[src/rtl/fsync_pkg.sv]
`timescale 1ns/1ps
// Package: shared encodings for the frame sync generator.
// Assumes nothing beyond a four-frame multiframe.
package fsync_pkg;
    typedef enum logic [1:0] {
        RATE_8K  = 2'd0,
        RATE_4K  = 2'd1,
        RATE_2K  = 2'd2,
        RATE_ALT = 2'd3
    } ext_rate_e;

    localparam int FRAMES_PER_MF = 4;
endpackage

[src/rtl/fsync_edge_det.sv]
`timescale 1ns/1ps
// Rising-edge detector for the external frame reference.
// Assumes the input is already synchronous to clk; flags a 1 sample after a 0 sample.
module fsync_edge_det (
    input  logic clk,
    input  logic rst_n,
    input  logic sig_i,
    output logic rise_o
);
    logic prev_q;

    // Keep the previous sample of the reference.
    always_ff @(posedge clk) begin
        if (!rst_n) prev_q <= 1'b0;
        else        prev_q <= sig_i;
    end

    assign rise_o = sig_i & ~prev_q;
endmodule

[src/rtl/fsync_frame_ctr.sv]
`timescale 1ns/1ps
// Frame and multiframe counters.
// Presents next-state values so that the registered pulses line up with the counter state.
// While disabled, the counters sit at the last cycle of the last frame,
// so the first enabled edge opens frame 0. Assumes frame_div >= 2.
module fsync_frame_ctr #(
    parameter int DIV_W  = 17,
    parameter int MF_LEN = 4,
    localparam int MF_W  = (MF_LEN > 1) ? $clog2(MF_LEN) : 1
) (
    input  logic             clk,
    input  logic             rst_n,
    input  logic             en,
    input  logic [DIV_W-1:0] frame_div,
    input  logic             reload,
    input  logic             mf_reload,
    output logic [DIV_W-1:0] fcnt_nx,
    output logic [MF_W-1:0]  mcnt_nx
);
    localparam logic [MF_W-1:0] MF_LAST = MF_W'(MF_LEN - 1);

    logic [DIV_W-1:0] fcnt;
    logic [MF_W-1:0]  mcnt;
    logic [DIV_W-1:0] last_cnt;
    logic             wrap;

    // Next-state logic: wrap, re-phase or count.
    always_comb begin
        last_cnt = frame_div - DIV_W'(1);
        wrap     = (fcnt >= last_cnt);
        if (!en) begin
            fcnt_nx = last_cnt;
            mcnt_nx = MF_LAST;
        end else begin
            fcnt_nx = (wrap || reload) ? '0 : fcnt + DIV_W'(1);
            if (mf_reload)
                mcnt_nx = '0;
            else if (wrap || reload)
                mcnt_nx = (mcnt == MF_LAST) ? '0 : mcnt + MF_W'(1);
            else
                mcnt_nx = mcnt;
        end
    end

    // Counter state registers; reset leaves them at the pre-start point.
    always_ff @(posedge clk) begin
        if (!rst_n) begin
            fcnt <= '1;
            mcnt <= MF_LAST;
        end else begin
            fcnt <= fcnt_nx;
            mcnt <= mcnt_nx;
        end
    end
endmodule

[src/rtl/fsync_pulse_shaper.sv]
`timescale 1ns/1ps
// Width and polarity stage for one sync output.
// Registers "active" from the next counter value, which keeps the edges on clk.
// A width of zero counts as one cycle. Polarity is applied after the register.
module fsync_pulse_shaper #(
    parameter int CNT_W = 17,
    parameter int WID_W = 8,
    localparam int CMP_W = ((CNT_W > WID_W) ? CNT_W : WID_W) + 1
) (
    input  logic             clk,
    input  logic             rst_n,
    input  logic             en,
    input  logic             gate,
    input  logic [CNT_W-1:0] cnt_nx,
    input  logic [WID_W-1:0] width,
    input  logic             pol,
    output logic             pulse_o
);
    logic [CMP_W-1:0] width_eff;
    logic             hit;
    logic             act_q;

    // Effective width and the in-window test.
    always_comb begin
        width_eff = (width == '0) ? CMP_W'(1) : CMP_W'(width);
        hit       = gate && (CMP_W'(cnt_nx) < width_eff);
    end

    // Active-state register, cleared in reset and while disabled.
    always_ff @(posedge clk) begin
        if (!rst_n) act_q <= 1'b0;
        else        act_q <= en && hit;
    end

    assign pulse_o = act_q ^ pol;
endmodule

[src/rtl/frame_sync_gen.sv]
`timescale 1ns/1ps
// Top: frame (every frame_div cycles) and multiframe (every fourth frame) sync pulses.
// Assumes ext_sync is synchronous to clk and that frame_div >= 2 stays steady while en is high.
module frame_sync_gen #(
    parameter int DIV_W = 17,
    parameter int WID_W = 8
) (
    input  logic             clk,
    input  logic             rst_n,
    input  logic             en,
    input  logic [DIV_W-1:0] frame_div,
    input  logic             ext_sync,
    input  logic [1:0]       ext_rate,
    input  logic             disc_en,
    input  logic             fp_pol,
    input  logic             mfp_pol,
    input  logic [WID_W-1:0] fp_width,
    input  logic [WID_W-1:0] mfp_width,
    output logic             fp_out,
    output logic             mfp_out
);
    import fsync_pkg::*;

    localparam int MF_W    = $clog2(FRAMES_PER_MF);
    localparam int N_PULSE = 2;

    logic             ext_rise;
    logic             reload;
    logic             mf_reload;
    logic [DIV_W-1:0] fcnt_nx;
    logic [MF_W-1:0]  mcnt_nx;
    logic [N_PULSE-1:0] gate_v;
    logic [N_PULSE-1:0] pol_v;
    logic [N_PULSE-1:0] out_v;
    logic [WID_W-1:0]   wid_v [N_PULSE];

    fsync_edge_det u_edge (
        .clk    (clk),
        .rst_n  (rst_n),
        .sig_i  (ext_sync),
        .rise_o (ext_rise)
    );

    // Discipline decode: frame restart, plus multiframe restart at 2 kHz.
    always_comb begin
        reload    = disc_en && ext_rise;
        mf_reload = reload && (ext_rate_e'(ext_rate) == RATE_2K);
    end

    fsync_frame_ctr #(
        .DIV_W  (DIV_W),
        .MF_LEN (FRAMES_PER_MF)
    ) u_ctr (
        .clk       (clk),
        .rst_n     (rst_n),
        .en        (en),
        .frame_div (frame_div),
        .reload    (reload),
        .mf_reload (mf_reload),
        .fcnt_nx   (fcnt_nx),
        .mcnt_nx   (mcnt_nx)
    );

    // Per-output selection: index 0 is the frame pulse, index 1 the multiframe pulse.
    always_comb begin
        gate_v[0] = 1'b1;
        gate_v[1] = (mcnt_nx == '0);
        pol_v[0]  = fp_pol;
        pol_v[1]  = mfp_pol;
        wid_v[0]  = fp_width;
        wid_v[1]  = mfp_width;
    end

    for (genvar gi = 0; gi < N_PULSE; gi++) begin : g_pulse
        fsync_pulse_shaper #(
            .CNT_W (DIV_W),
            .WID_W (WID_W)
        ) u_shp (
            .clk     (clk),
            .rst_n   (rst_n),
            .en      (en),
            .gate    (gate_v[gi]),
            .cnt_nx  (fcnt_nx),
            .width   (wid_v[gi]),
            .pol     (pol_v[gi]),
            .pulse_o (out_v[gi])
        );
    end

    assign fp_out  = out_v[0];
    assign mfp_out = out_v[1];
endmodule

[config.mk]
export PLATFORM = sky130hd
export DESIGN_NAME = frame_sync_gen
export DESIGN_NICKNAME = d
export VERILOG_FILES = /design/src/rtl/fsync_pkg.sv /design/src/rtl/fsync_edge_det.sv /design/src/rtl/fsync_frame_ctr.sv /design/src/rtl/fsync_pulse_shaper.sv /design/src/rtl/frame_sync_gen.sv
export SDC_FILE = /design/constraint.sdc
export NUM_CORES = 1
export LEC_CHECK = 0
export ABC_AREA = 0
export BUFFER_PORTS_ARGS = -buffer_cell sky130_fd_sc_hd__buf_2
export CELL_PAD_IN_SITES_DETAIL_PLACEMENT = 1
export CELL_PAD_IN_SITES_GLOBAL_PLACEMENT = 2
export CORE_ASPECT_RATIO = 0.6
export CORE_UTILIZATION = 30
export DETAILED_ROUTE_END_ITERATION = 7
export GPL_ROUTABILITY_DRIVEN = 0
export PLACE_DENSITY_LB_ADDON = 0.1
export SYNTH_ARGS = -nofsm -noshare
export SYNTH_HDL_FRONTEND = slang
export SYNTH_SLANG_ARGS = --single-unit
[constraint.sdc]
create_clock -name clk -period 3.2 [get_ports clk]
set_input_delay 0 -clock clk [delete_from_list [all_inputs] [get_ports clk]]
set_output_delay 0 -clock clk [all_outputs]
set_load 0.02 [all_outputs]
# Word-level counts from Yosys, hierarchy flattened
# Index checks and enable logic that the tools add are counted.
# W data, S select, Z words.
[totals]
regBits = 22
latchBits = 0
ramBits = 0
romBits = 0
in_bits = 42
word_cells = 34
mem_count = 0
[classes]
n_addsub = 3
n_mul = 0
div = 0
magnitude_cmp = 3
n_eq_ne = 2
shift = 0
mux = 8
bitwise_logic = 4
reduce_logical = 9
[op_table]
columns = ["operator", "n"]
rows = [
  ["$lt A17 B18 Y1", 2],
  ["$mux W17", 2],
  ["$add A17 B1 Y17 const B", 1],
  ["$ge A17 B17 Y1", 1],
  ["$sub A17 B1 Y17 const B", 1],
  ["$logic_not A8 Y1", 2],
  ["$mux W8", 2],
  ["$mux W2", 4],
  ["$logic_and A1 B1 Y1", 5],
  ["$eq A2 B2 Y1 const B", 2],
  ["$add A2 B1 Y2 const B", 1],
  ["$logic_not A2 Y1", 1],
  ["$xor A1 B1 Y1", 2],
  ["$and A1 B1 Y1", 1],
  ["$logic_or A1 B1 Y1", 1],
  ["$not A1 Y1", 1],
]

# Depth between registers and ports, before layout
[logic_depth]
ltp_word = 10
ltp_mapped = 18
ltp_nobuf = 17

# Modules after synthesis
# Synthesis repeated with hierarchy kept, for this count alone.
[hier_totals]
hier_cells = 270
hier_area_um2 = 2378.5
[by_module_without_submodules]
columns = ["module", "instances", "cells_per_inst", "area_each_um2", "seq_area_each_um2"]
rows = [
  ["fsync_frame_ctr", 1, 197, 1794.2, 380.4],
  ["fsync_pulse_shaper", 2, 33, 260.2, 20.0],
  ["fsync_edge_det", 1, 3, 40.0, 20.0],
  ["frame_sync_gen", 1, 4, 23.8, 0.0],
]

# Least setup slack after synthesis
# Ideal clock, no wire load.
[synth_timing]
kind = "input -> register"
start = "input port frame_div[2]"
end = "register g_pulse[0].u_shp.act_q"
arrival_time_ps = 3168
required_ps = 3078
setup_slack_ps = -89
path_stages = 16
cell_sequence = "nor4_4 nand2_2 or3_4 nor4_4 xnor2_1 ha_1 nand2_1 o211ai_1 nand2b_1 buf_2 o22ai_1 ha_1 o211ai_1 a21oi_1 nor2_1 o311a_1"
[synth_between]
elab_chain_cells = 7
[synth_rtl]
columns = ["element", "line", "text"]
rows = [
  ["from (decl)", "frame_sync_gen.sv:11", "input logic [DIV_W-1:0] frame_div,"],
  ["$sub A17 B1 Y17 (*)", "fsync_frame_ctr.sv:29", "last_cnt = frame_div - DIV_W'(1);"],
  ["$ge A17 B17 Y1", "fsync_frame_ctr.sv:30", "wrap = (fcnt >= last_cnt);"],
  ["$logic_or A1 B1 Y1", "fsync_frame_ctr.sv:35", "fcnt_nx = (wrap || reload) ? '0 : fcnt + DIV_W'(1);"],
  ["$mux W17", "fsync_frame_ctr.sv:35", ""],
  ["$mux W17 (*)", "fsync_frame_ctr.sv:31", "if (!en) begin"],
  ["net fcnt_nx[3]", "frame_sync_gen.sv:30", "logic [DIV_W-1:0] fcnt_nx;"],
  ["$lt A17 B18 Y1 (*)", "fsync_pulse_shaper.sv:26", "hit = gate && (CMP_W'(cnt_nx) < width_eff);"],
  ["$logic_and A1 B1 Y1 (*)", "fsync_pulse_shaper.sv:32", "else act_q <= en && hit;"],
  ["to (signal assigned)", "fsync_pulse_shaper.sv:32", ""],
  ["to (decl)", "fsync_pulse_shaper.sv:21", "logic act_q;"],
]
# Mark *: on every way through the listed nets, which the timed path passes. The rest lies on a longest branch.
# A chain may end at the register's enable or synchronous reset.

# Worst setup path in the final report
# Same ends and word-level chain as after synthesis.

==> results.yml <==
run_status:
  outcome: "complete, no violations"
power:
  power_leakage_uw: 0.00144
  power_uw: 1130
  switching_share: 0.359
  p_int_uw: 724
  power.density_nw_per_um2: 345
  ir_worst_vdd_uv: 230
  switching_power_uw: 406
  power_frac_comb: 0.437
  pwr-share-clk: 0.266
  pwr-share-seq: 0.297
synthesis:
  synth_nets: 358
  synth-async-reset-ratio: 0
  synth_fa_ha_area_frac: 0.169
  synthTopCellsByArea: "dfxtp_1 (19%), ha_1 (17%), xor2_1 (6.7%), xnor2_1 (4.8%), nand2_1 (4.8%)"
  synth_xor_area_frac: 0.115
  syn_area_sq_um: 2370
  synth_flop_cell: "dfxtp_1"
  synthSimpleGateAreaFrac: 0.260
  synth_cells: 284
  yosysTopAreaCell: "dfxtp_1"
  synth_warnings: 0
  yosysMostFrequentCell: "ha_1"
  syn_area_per_cell_sq_um: 8.34
  synth_seq_cells: 22
  synth-compound-area-share: 0.196
  synth-seq-area-share: 0.186
  synthMuxAreaShare: 0.0127
  synth.top_cell.area_share: 0.186
  synth_edf_count: 0
  netlist-cell-type-count: 50
  netlist_top_cells_count: "ha_1 (32), nand2_1 (30), dfxtp_1 (22)"
  synth_top_family_by_area: "simple AND/OR/NAND/NOR gates"
timing:
  min_period_ns: 3.17
  hold_viol: 0
  setup_tns_ns: 0
  worst_slew_pin_slew_ns: 0.718
  skew_ns: 0.00675
  worst_slack_ns: 0.0315
  finalCritPeriodShare: 0.990
  setup_violations: 0
  slew_violations: 0
  grt_setup_unrepaired: "yes"
  max_freq_mhz: 316
  hold_ws_ns: 0.0286
  relSlewSlack: 0.521
setup_path:
  worst_ep_arrival_time_ns: 3.32
  reg2reg_to: "g_pulse[1].u_shp.act_q"
  slowest_stage: "or3_4"
  reg2reg_from: "u_ctr.fcnt[8]"
  path_max_fanout: 5
  crit_start: "frame_div[2]"
  cp_cell_sequence: "buf_8, nor4_4, nand2_2, or3_4, nor4_4, xnor2_2, ha_1, nand2_1, o211ai_1, nand2b_4, buf_12, o22ai_4, ha_4, o211ai_1, a21oi_1, nor2_1, o311a_1"
  end_kind: "flip-flop"
  reg2reg_depth: 13
  worstPathRequired_ns: 3.35
  max_stage_delay_ns: 0.41
  reg2reg_slack_ns: 0.37
  start_kind: "input port"
  crit_end: "g_pulse[0].u_shp.act_q"
  path_class: "input port to flip-flop"
detailed_routing:
  wirelength_um: 7740
  viasPerCell: 5.03
  first_pass_iters: 4
  drtAntennaViolNets: 0
  vias: 2353
  wl_per_cell_um: 16.5
  drt-initial-drc-count: 84
  drc_errors: 0
cts:
  cts_inserted_buffers: 3
  clk_pin_slew_ns: 0.06
  cts_sinks: 22
  cts_tree: "yes"
  htree_levels: 1
  cts-root-buf: "clkbuf_16"
  clock_latency_ns: 0.26
  clk_path_buf_depth: 2
cells_and_area:
  antennaDiodeCount: 0
  nNetsFinal: 439
  area.growth.synth_to_final_pct: 38.4
  drive_gt1_frac: 0.338
floorplan:
  die-area_sq_um: 8260
  core_sq_um: 7450
  initial_utilization: 0.318
  fp.dieW_um: 117
  die_y_um: 70.8
  ioPinCount: 44
  rows: 24
place:
  post-place-ws_ns: -0.397
  port_buffers: 43
  hpwl_um: 6250
global_route:
  antenna_found_initial: 0
  grt_pass1_vias: 2312
  grt_max_degree: 33
  grt_pass1_wl_um: 12100
  globalRouteTotalUtil: 0.193
  grt_remaining_overflow: 0
run:
  drv_cap: 0
worst_hold_path:
  hold_path.class: "input port to flip-flop"
## placed cells by master, fill, tap and decap left out, types with 4 or more instances in the layout
| master | instances |
|---|---|
| nor4_4 | 5 |
| nor4_1 | 4 |
| ha_4 | 4 |
| nor2_1 | 14 |
| xor2_1 | 17 |
| dfxtp_1 | 22 |
| o21ai_0 | 4 |
| nand3_1 | 11 |
| nand4_1 | 7 |
| ha_1 | 28 |
| xnor2_2 | 4 |
| nand2_1 | 30 |
| o221ai_1 | 7 |
| o211ai_1 | 8 |
| buf_2 | 41 |
| inv_1 | 17 |
| buf_4 | 40 |
| nand2b_1 | 7 |
| a41oi_1 | 4 |
| and3_1 | 5 |
| xnor2_1 | 9 |
| a21oi_1 | 11 |
## cell families after synthesis
logic type / after synthesis
and+or+nand+nor: 105
AOI/OAI and AO/OA: 63
adders and majority gates: 32
xor gates and xnor gates: 31
buffers and inverters: 28
DFF: 22
muxes: 3
## flip-flops by register name, indices dropped and copies added, names as in the netlist
name                 count
u_edge.prev_q            1
u_ctr.mcnt               2
u_ctr.fcnt              17
g_pulse.u_shp.act_q      2
## stage by stage
stage                util  instance area (sq um)  cells
floorplan               -                   2390    284
global placement    0.393                   2930    458
detailed placement  0.393                   2930    458
CTS                 0.410                   3050    463
global route        0.440                   3280    468
finish              0.440                   3280    468
## worst max-delay path: cells and delay by family
kind | cells | cell delay [ns]
AND/OR/NAND/NOR | 7 | 1.55
AO/OA/AOI/OAI | 5 | 0.84
adder cells (fa/ha/maj) | 2 | 0.61
buffers and inverters | 2 | 0.21
XOR/XNOR | 1 | 0.10
## timing repair
action / in CTS / in global routing
hold endpoints to repair: 1 / 0
endpoints found under the setup margin: 2 / 2
pin swaps: 0 / 22
resized for setup: 4 / 29
setup buffers: 0 / 6
hold buffers: 1 / 0
## area by class of cell
cell class / count / area [sq um]
timing repair buffer: 87 / 584
inverter: 17 / 63.8
tap: 104 / 130
fill: 933 / 4170
multi-input combinational: 234 / 1970
sequential: 22 / 440
clock buffer: 4 / 88.8
## power by group through the flow
stage	combinational (uW)	sequential, uW	clock [uW]
final	493	336	301
after floorplan	268	329	0
after global placement	420	339	0
after CTS	441	334	308
after detailed placement	430	340	0
after global routing	546	339	322
## routing by layer
metal / GRT usage / wire length, um / vias up
li1: - / - / 1213
met4: 0.0211 / 15 / 0
met2: 0.262 / 2940 / 44
met1: 0.316 / 4570 / 1094
met3: 0.0291 / 215 / 2
met5: 0 / 0 / -
## worst min-delay path by stage
stage,start,to,slack [ns],depth (start not counted)
finish,ext_rate[0],u_ctr.mcnt[1],0.03,3
global route,ext_rate[0],u_ctr.mcnt[0],0.05,3
CTS,ext_rate[0],u_ctr.mcnt[1],0.02,3
detailed placement,ext_sync,u_edge.prev_q,0.22,2
global placement,ext_sync,u_edge.prev_q,0.22,2
floorplan,ext_sync,u_edge.prev_q,0.12,1
Power figures use the tool's default switching activity.
